`src/rtl/exc_entry_pkg.sv`:
```
package exc_entry_pkg;
  localparam int CODE_W = 4;
  localparam int GATE_W = 8;
  localparam int OFF_W  = 14;
  localparam int IDX_W  = 5;
  localparam int SLOT_SHIFT = 6;
  localparam int VEC_SHIFT  = 7;

  typedef enum logic [CODE_W-1:0] {
    EC_RESET   = 4'd0,
    EC_MCHK    = 4'd1,
    EC_IPI     = 4'd2,
    EC_CLOCK   = 4'd3,
    EC_DEVICE  = 4'd4,
    EC_MEMFLT  = 4'd5,
    EC_UNALIGN = 4'd6,
    EC_BADOP   = 4'd7,
    EC_ARITH   = 4'd8,
    EC_FPOFF   = 4'd9,
    EC_GATE    = 4'd10
  } exc_code_e;

  function automatic logic code_known(input logic [CODE_W-1:0] c);
    return c <= EC_GATE;
  endfunction

  // Fixed vectors sit on 128-byte steps
  function automatic logic [OFF_W-1:0] fixed_offset(input logic [CODE_W-1:0] c);
    return OFF_W'(c) << VEC_SHIFT;
  endfunction

  // Gate slots: 64 bytes each, privileged bank at 0x1000, user bank at 0x2000
  function automatic logic [OFF_W-1:0] gate_offset(input logic [GATE_W-1:0] g);
    logic [OFF_W-1:0] slot;
    slot = OFF_W'(g[GATE_W-2:0]) << SLOT_SHIFT;
    return g[GATE_W-1] ? (OFF_W'(14'h2000) + slot) : (OFF_W'(14'h1000) + slot);
  endfunction

  // Lane k maps to integer register 8+k, the last lane to register 25
  function automatic logic [IDX_W-1:0] lane_reg(input int k);
    return (k < 7) ? IDX_W'(8 + k) : IDX_W'(25);
  endfunction
endpackage

```
`src/rtl/exc_vector_calc.sv`:
```
module exc_vector_calc
  import exc_entry_pkg::*;
#(
  parameter int PC_W = 64
) (
  input  logic [CODE_W-1:0] code,
  input  logic [GATE_W-1:0] gate,
  input  logic [PC_W-1:0]   base,
  output logic [PC_W-1:0]   target,
  output logic              known
);
  logic [OFF_W-1:0] offset;

  always_comb begin
    known  = code_known(code);
    offset = (code == EC_GATE) ? gate_offset(gate) : fixed_offset(code);
    target = base + PC_W'(offset);
  end
endmodule

```
`src/rtl/exc_shadow_bank.sv`:
```
module exc_shadow_bank #(
  parameter int LANES  = 8,
  parameter int DATA_W = 64
) (
  input  logic                    clk,
  input  logic                    rst_n,
  input  logic                    swap_fire,
  input  logic [LANES*DATA_W-1:0] live_rd,
  output logic [LANES*DATA_W-1:0] shadow_rd
);
  for (genvar g = 0; g < LANES; g++) begin : g_slot
    logic [DATA_W-1:0] slot_q;
    always_ff @(posedge clk) begin
      if (!rst_n) slot_q <= '0;
      else if (swap_fire) slot_q <= live_rd[g*DATA_W +: DATA_W];
    end
    assign shadow_rd[g*DATA_W +: DATA_W] = slot_q;
  end
endmodule

```
`src/rtl/exc_entry_ctrl.sv`:
```
module exc_entry_ctrl (
  input  logic clk,
  input  logic rst_n,
  input  logic req_valid,
  output logic req_ready,
  output logic accept,
  output logic commit,
  output logic entry_done
);
  typedef enum logic {ST_IDLE = 1'b0, ST_COMMIT = 1'b1} st_e;
  st_e st_q;

  assign req_ready = (st_q == ST_IDLE);
  assign accept    = req_valid && req_ready;
  assign commit    = (st_q == ST_COMMIT);

  always_ff @(posedge clk) begin
    if (!rst_n) begin
      st_q       <= ST_IDLE;
      entry_done <= 1'b0;
    end else begin
      entry_done <= commit;
      st_q       <= accept ? ST_COMMIT : ST_IDLE;
    end
  end
endmodule

```
`src/rtl/exc_entry_unit.sv`:
```
module exc_entry_unit
  import exc_entry_pkg::*;
#(
  parameter int PC_W   = 64,
  parameter int DATA_W = 64,
  parameter int LANES  = 8
) (
  input  logic                    clk,
  input  logic                    rst_n,
  input  logic                    req_valid,
  output logic                    req_ready,
  input  logic [CODE_W-1:0]       req_code,
  input  logic [GATE_W-1:0]       req_gate,
  input  logic [PC_W-1:0]         cur_pc,
  input  logic [PC_W-1:0]         fw_base,
  input  logic                    mode_clear,
  input  logic [LANES*DATA_W-1:0] live_rd,
  output logic [LANES*DATA_W-1:0] live_wr,
  output logic                    live_we,
  output logic [LANES*IDX_W-1:0]  swap_idx,
  output logic [PC_W-1:0]         new_pc,
  output logic [PC_W-1:0]         saved_pc,
  output logic                    priv_mode,
  output logic                    entry_done,
  output logic                    unhandled_err
);
  // Named internal events
  logic accept, commit, known, entry_ok, bad_commit, swap_fire;
  logic [CODE_W-1:0] cap_code;
  logic [GATE_W-1:0] cap_gate;
  logic [PC_W-1:0]   cap_pc, target;
  logic [LANES*DATA_W-1:0] shadow_rd;

  exc_entry_ctrl u_ctrl (
    .clk(clk), .rst_n(rst_n), .req_valid(req_valid), .req_ready(req_ready),
    .accept(accept), .commit(commit), .entry_done(entry_done)
  );

  always_ff @(posedge clk) begin
    if (!rst_n) begin
      cap_code <= '0;
      cap_gate <= '0;
      cap_pc   <= '0;
    end else if (accept) begin
      cap_code <= req_code;
      cap_gate <= req_gate;
      cap_pc   <= cur_pc;
    end
  end

  exc_vector_calc #(.PC_W(PC_W)) u_vec (
    .code(cap_code), .gate(cap_gate), .base(fw_base),
    .target(target), .known(known)
  );

  assign entry_ok   = commit && known;
  assign bad_commit = commit && !known;
  assign swap_fire  = entry_ok && !priv_mode;

  exc_shadow_bank #(.LANES(LANES), .DATA_W(DATA_W)) u_bank (
    .clk(clk), .rst_n(rst_n), .swap_fire(swap_fire),
    .live_rd(live_rd), .shadow_rd(shadow_rd)
  );

  assign live_we = swap_fire;
  assign live_wr = shadow_rd;

  for (genvar g = 0; g < LANES; g++) begin : g_idx
    assign swap_idx[g*IDX_W +: IDX_W] = lane_reg(g);
  end

  always_ff @(posedge clk) begin
    if (!rst_n) begin
      new_pc        <= '0;
      saved_pc      <= '0;
      priv_mode     <= 1'b0;
      unhandled_err <= 1'b0;
    end else begin
      if (entry_ok) begin
        new_pc    <= target;
        saved_pc  <= {cap_pc[PC_W-1:1], cap_pc[0] | priv_mode};
        priv_mode <= 1'b1;
      end else if (mode_clear) begin
        priv_mode <= 1'b0;
      end
      if (bad_commit) unhandled_err <= 1'b1;
    end
  end
endmodule

```
`config.mk`:
```
export PLATFORM = sky130hd
export DESIGN_NAME = exc_entry_unit
export DESIGN_NICKNAME = d
export VERILOG_FILES = /design/src/rtl/exc_entry_pkg.sv /design/src/rtl/exc_vector_calc.sv /design/src/rtl/exc_shadow_bank.sv /design/src/rtl/exc_entry_ctrl.sv /design/src/rtl/exc_entry_unit.sv
export SDC_FILE = /design/constraint.sdc
export NUM_CORES = 1
export LEC_CHECK = 0
export BUFFER_PORTS_ARGS = -buffer_cell sky130_fd_sc_hd__buf_2
export CORE_AREA = 5 5 517 519
export DETAILED_ROUTE_END_ITERATION = 10
export DIE_AREA = 0 0 522 524
export PLACE_DENSITY_LB_ADDON = 0.25
export SLEW_MARGIN = 20
export SYNTH_ARGS = -nofsm -noshare
export SYNTH_HDL_FRONTEND = slang
export SYNTH_HIERARCHICAL = 1
export SYNTH_SLANG_ARGS = --single-unit
```
`constraint.sdc`:
```
create_clock -name clk -period 3.5 [get_ports clk]
set_input_delay 0.35 -clock clk [delete_from_list [all_inputs] [get_ports clk]]
set_output_delay 0.35 -clock clk [all_outputs]
set_load 0.1 [all_outputs]
```
Yosys cells after proc, flatten, opt, wreduce, memory -nomap -nowiden:

Index checks and enable logic that the tools add are counted.

* register bits after elaboration: 720
* input bits: 656
* output and inout bits: 685
* word-level logic and storage cells: 36

* add/subtract/negate cells: 3
* magnitude comparators: 1
* equality and inequality tests: 1
* multiplexer cells: 5
* bitwise gates (word level): 2
* reduce and logical (&&, ||, !) cells: 7

Operators by type and width (count)
* $add A64 B14 Y64: 1
* $mux W14: 2
* $add A13 B13 Y14 const A: 1
* $add A14 B13 Y14 const A: 1
* $eq A4 B4 Y1 const B: 1
* $le A4 B4 Y1 const B: 1
* $logic_and A1 B1 Y1: 4
* $mux W1: 3
* $logic_not A1 Y1: 2
* $reduce_bool A2 Y1: 1
* $not A1 Y1: 1
* $or A1 B1 Y1: 1

Logic depth before layout (Yosys ltp):

* word-level depth: 4
* depth in mapped cells: 13
* mapped depth without buffers: 12

Cells and area by module:

The synthesis kept the hierarchy.

Modules (own cells, without submodules)
* exc_shadow_bank: times used 1, cells an instance 1650, area each 19819.0 um^2
* exc_entry_unit: times used 1, cells an instance 880, area each 8765.9 um^2
* exc_vector_calc: times used 1, cells an instance 232, area each 1595.3 um^2
* exc_entry_ctrl: times used 1, cells an instance 6, area each 66.3 um^2

Worst setup path before layout:

Ideal clock, no wire load.

* kind: register to register
* start: reg cap_code[0]
* end: reg u_bank.g_slot[1].slot_q[0]
* setup time: 120 ps
* data arrival time: 3233 ps
* data required time: 3380 ps
* slack: 147 ps
* stages on the path, launching flop included: 13
* buffers on the path: 6
* clock period less this slack: 3353 ps
* cells stage by stage: dfxtp_1 > a21o_1 > nand2_1 > buf_4 > buf_4 > buf_2 > nand2_1 > nor2_1 > buf_6 > buf_12 > buf_12 > mux2i_1 > nor2b_1

* cells in the longest elaborated chain, start to end: 3

RTL lines
* start: declaration: RTL line exc_entry_unit.sv:29 `logic [CODE_W-1:0] cap_code;`
* start signal: assignment: RTL line exc_entry_unit.sv:45 `cap_code <= req_code;`
* $le A4 B4 Y1: RTL line exc_entry_pkg.sv:24 `return c <= EC_GATE;`
* named net known: RTL line exc_entry_unit.sv:28 `logic accept, commit, known, entry_ok, bad_commit, swap_fire;`
* $logic_and A1 B1 Y1: RTL line exc_entry_unit.sv:56 `assign entry_ok = commit && known;`
* $logic_and A1 B1 Y1: RTL line exc_entry_unit.sv:58 `assign swap_fire = entry_ok && !priv_mode;`
* named net live_we: RTL line exc_entry_unit.sv:19 `output logic live_we,`
* end signal: assignment: RTL line exc_shadow_bank.sv:15 `else if (swap_fire) slot_q <= live_rd[g*DATA_W +: DATA_W];`
* end: declaration: RTL line exc_shadow_bank.sv:12 `logic [DATA_W-1:0] slot_q;`

The timed path passes the listed nets, and every way through them passes these cells.
A chain may end at the register's enable or synchronous reset.

Final worst setup path:

* start: reg cap_code[3]
* end: reg new_pc[47]

* cells in the longest elaborated chain, start to end: 3
* elaborated cells between the ends (all ways): 5
* classes of those cells: add/sub (1); order compare (1); eq/ne (1); mux (1); reduce/logical (1)

RTL lines
* $eq A4 B4 Y1: RTL line exc_vector_calc.sv:16 `offset = (code == EC_GATE) ? gate_offset(gate) : fixed_offset(code);`
* $mux W14 *: RTL line exc_vector_calc.sv:16
* $add A64 B14 Y64 *: RTL line exc_vector_calc.sv:17 `target = base + PC_W'(offset);`
* named net target[47]: RTL line exc_entry_unit.sv:31 `logic [PC_W-1:0] cap_pc, target;`
* end signal: assignment: RTL line exc_entry_unit.sv:80 `new_pc <= target;`
* end: declaration: RTL line exc_entry_unit.sv:21 `output logic [PC_W-1:0] new_pc,`

Mark *: on every way through the listed nets, which the timed path passes. The rest lies on a longest branch.

==> flow_metrics.tcl <==
set metrics [dict create \
    end_kind "register" \
    maxSlewHeadroom 0.433 \
    cts_tree "built" \
    crit_type "register to register" \
    synth_enable_flop_cells 0 \
    yosysUniqueCellTypes 55 \
    reg2reg_to "new_pc[47]" \
    drtPass1Iterations 5 \
    hold_viol 0 \
    max-vdd-ir-drop_mv 0.358 \
    max_stage_delay_ps 430 \
    synth_cells 2768 \
    reg2regPathDepth 13 \
    power_mw 25.2 \
    io_buffer_count 1300 \
    final_cell_mix "buf_2 (1299), dfxtp_1 (719), dlygate4sd3_1 (643)" \
    syn_to_final_growth_pct 63.5 \
    r2r-start "cap_code[3]" \
    grt_usage 0.126 \
    worst_path_most_repeated_cell "buf_4" \
    viasPerCell 3.30 \
    ys_async_sr_fraction 0 \
    crit_slowest_cell "dfxtp_1" \
    ios 1341 \
    hold_depth 5 \
    synth_area_um2 30200 \
    required_ps 4160 \
    cts_max_level 3 \
    fin_util 0.189 \
    fp.dieH_um 524 \
    fillers 29200 \
    cp-start-kind "register" \
    num_rows 188 \
    postRouteAntennaNets 0 \
    period_share 0.937 \
    cts_sinks 720 \
    via_count 27300 \
    ys_seq_area_frac 0.477 \
    clock_latency_ps 730 \
    core_area_um2 262000 \
    p_per_area_nw_per_um2 510 \
    p_leak_nw 20.7 \
    status "finished, final reports clean" \
    fmax_ghz 0.305 \
    final.setup_skew_ps 35.5 \
    cts-root-buf "clkbuf_16" \
    critical_path_buf_inv_count 2 \
    setup_tns_ps 0 \
    ys_seq_elements 720 \
    drv_cap 0 \
    worstHoldPathType "input pin to register" \
    cts_max_path_buffers 3 \
    post-route-min-period_ps 3280 \
    crit_cells 13 \
    drive_gt1_frac 0.334 \
    multiInputGateArea_um2 13700 \
    drt-total-wl_um 183000 \
    grt_pass1_vias 27900 \
    ff_latch_area_um2 14400 \
    yosys_most_used_dff "dfxtp_1" \
    path_max_fanout 9 \
    drc_errors 0 \
    grt_pass1_wl_um 241000 \
    dieArea_um2 274000 \
    antenna_found_initial 65 \
    finalMaxSlewViolations 0 \
    ys_warn_count 6 \
    grt_max_degree 168 \
    finalSetupViolCount 0 \
    crit_chain "nand2_1 -> or3_1 -> o21a_1 -> ha_1 -> o211ai_1 -> nor3_1 -> buf_4 -> o211ai_4 -> buf_4 -> and2b_1 -> xor2_1 -> nand3_1 -> a21oi_2" \
    avgSynthCellArea_um2 10.9 \
    hold_end "new_pc[48]" \
    path_clk_slew_ps 60 \
    avgRoutedWirePerCell_um 22.2 \
    routabilityCongestion 0.861 \
    chipWidth_um 522 \
    final_common_cell "buf_2" \
    hpwl_um 147000 \
    start_util 0.116 \
    crit_start "cap_code[3]" \
    min_from "fw_base[48]" \
    nNetsFinal 5306 \
    cp.arrival_ps 3940 \
    numCtsBuffers 96 \
    r2r_setup_slack_ps 220 \
    critPathTopFamily "compound AO/OA/AOI/OAI gates" \
    worst_pin_slew_ps 851 \
    grt_overflow_total 0 \
    drt-initial-drc-count 1102 \
]
-- synthesized netlist by cell type (3+ instances only) --
library cell  instances  area [µm²]
a21o_1                3        22.5
a21bo_2              37         370
nor4_1                7        43.8
buf_12               44         881
dfxtp_1             720       14400
nand3_1             142         711
nand4_1              12        75.1
inv_1                17        63.8
a21oi_2              19         166
o211ai_1              3        22.5
buf_2                42         210
xnor2_1              29         254
a21bo_1              90         901
mux2i_1             588        5890
and3_1                6        37.5
buf_4                57         428
clkbuf_1             70         263
o21ai_0               3        15.0
buf_6                38         428
o21a_1                4        30.0
nor2_1               92         345
xor2_1               27         236
nor2b_1             514        3220
a21oi_1             116         581
nand2_1              22        82.6
nor3_1               17        85.1
or3_1                 3        18.8
ha_1                  9         113
-- cells by family (layout without fill, tap and decap cells) --
| logic type | after synthesis | in the layout | synth area share |
|---|---|---|---|
| AOI/OAI and AO/OA | 282 | 282 | 0.0721 |
| xor gates and xnor gates | 56 | 56 | 0.0162 |
| adders and majority gates | 10 | 10 | 0.00438 |
| buffers and inverters | 272 | 2176 | 0.0760 |
| DFF | 720 | 720 | 0.477 |
| muxes | 588 | 588 | 0.195 |
| other | 2 | 67 | 0.000248 |
| and+or+nand+nor | 838 | 838 | 0.160 |
-- repair_timing --
item                       in CTS  in global routing
hold endpoints to repair      642                  0
resized for setup               0                  2
setup buffers                   0                  0
hold buffers                  643                  0
setup endpoints to repair       0                 10
-- per-stage QoR --
| stage | hold slack, ps | cells | cell area [µm²] | setup WS [ps] |
|---|---|---|---|---|
| final | 128 | 8252 | 49500 | 220 |
| after global routing | 85.2 | 8240 | 49400 | -20.7 |
| after CTS | 16.8 | 8225 | 49400 | 143 |
| after detailed placement | 458 | 7414 | 39600 | 174 |
| after global placement | 444 | 7414 | 39600 | 217 |
| after floorplan | 443 | 2806 | 30400 | 147 |
-- power breakdown --
group | leakage, nW | switching [mW] | internal [mW]
Sequential | 5.87 | 0.227 | 8.59
Clock | 1.59 | 4.34 | 6.27
Combinational | 13.2 | 4.17 | 1.61
Total | 20.7 | 8.74 | 16.5
-- metal layers --
metal,wire length [µm],global-route usage,vias to the layer above,share of wire
met1,76200,0.152,12800,0.42
met5,104,0,-,0.00057
li1,-,-,13100,-
met3,18700,0.0525,242,0.10
met2,82800,0.204,1133,0.45
met4,5110,0.0375,16,0.028
-- cell type report --
class	instances	share of cell area
flip-flops and latches	720	0.292
multi-input cells	1814	0.277
repair buffers	1990	0.273
well taps	3515	0.0889
clock buffers	127	0.0540
clock inverters	41	0.0128
inverters	18	0.00152
diodes	27	0.00137
-- flip-flops by register name, indices dropped and copies added (netlist names), 4 cells and up --
name                  flops
u_bank/g_slot.slot_q    512
new_pc                   64
cap_gate                  8
cap_pc                   64
saved_pc                 64
cap_code                  4
-- worst max-delay path by stage --
stage / to
2_1_floorplan: u_bank/g_slot[1].slot_q[0]
3_3_place_gp: new_pc[47]
3_5_place_dp: new_pc[47]
4_1_cts: new_pc[47]
5_1_grt: new_pc[47]
6_report: new_pc[47]
-- worst min-delay path, delay by kind of cell --
kind            cells  cell delay [ps]
simple gates        1               60
xor+xnor            1               90
compound gates      1               50
buf+inv             2              250
Power figures use the tool's default switching activity.
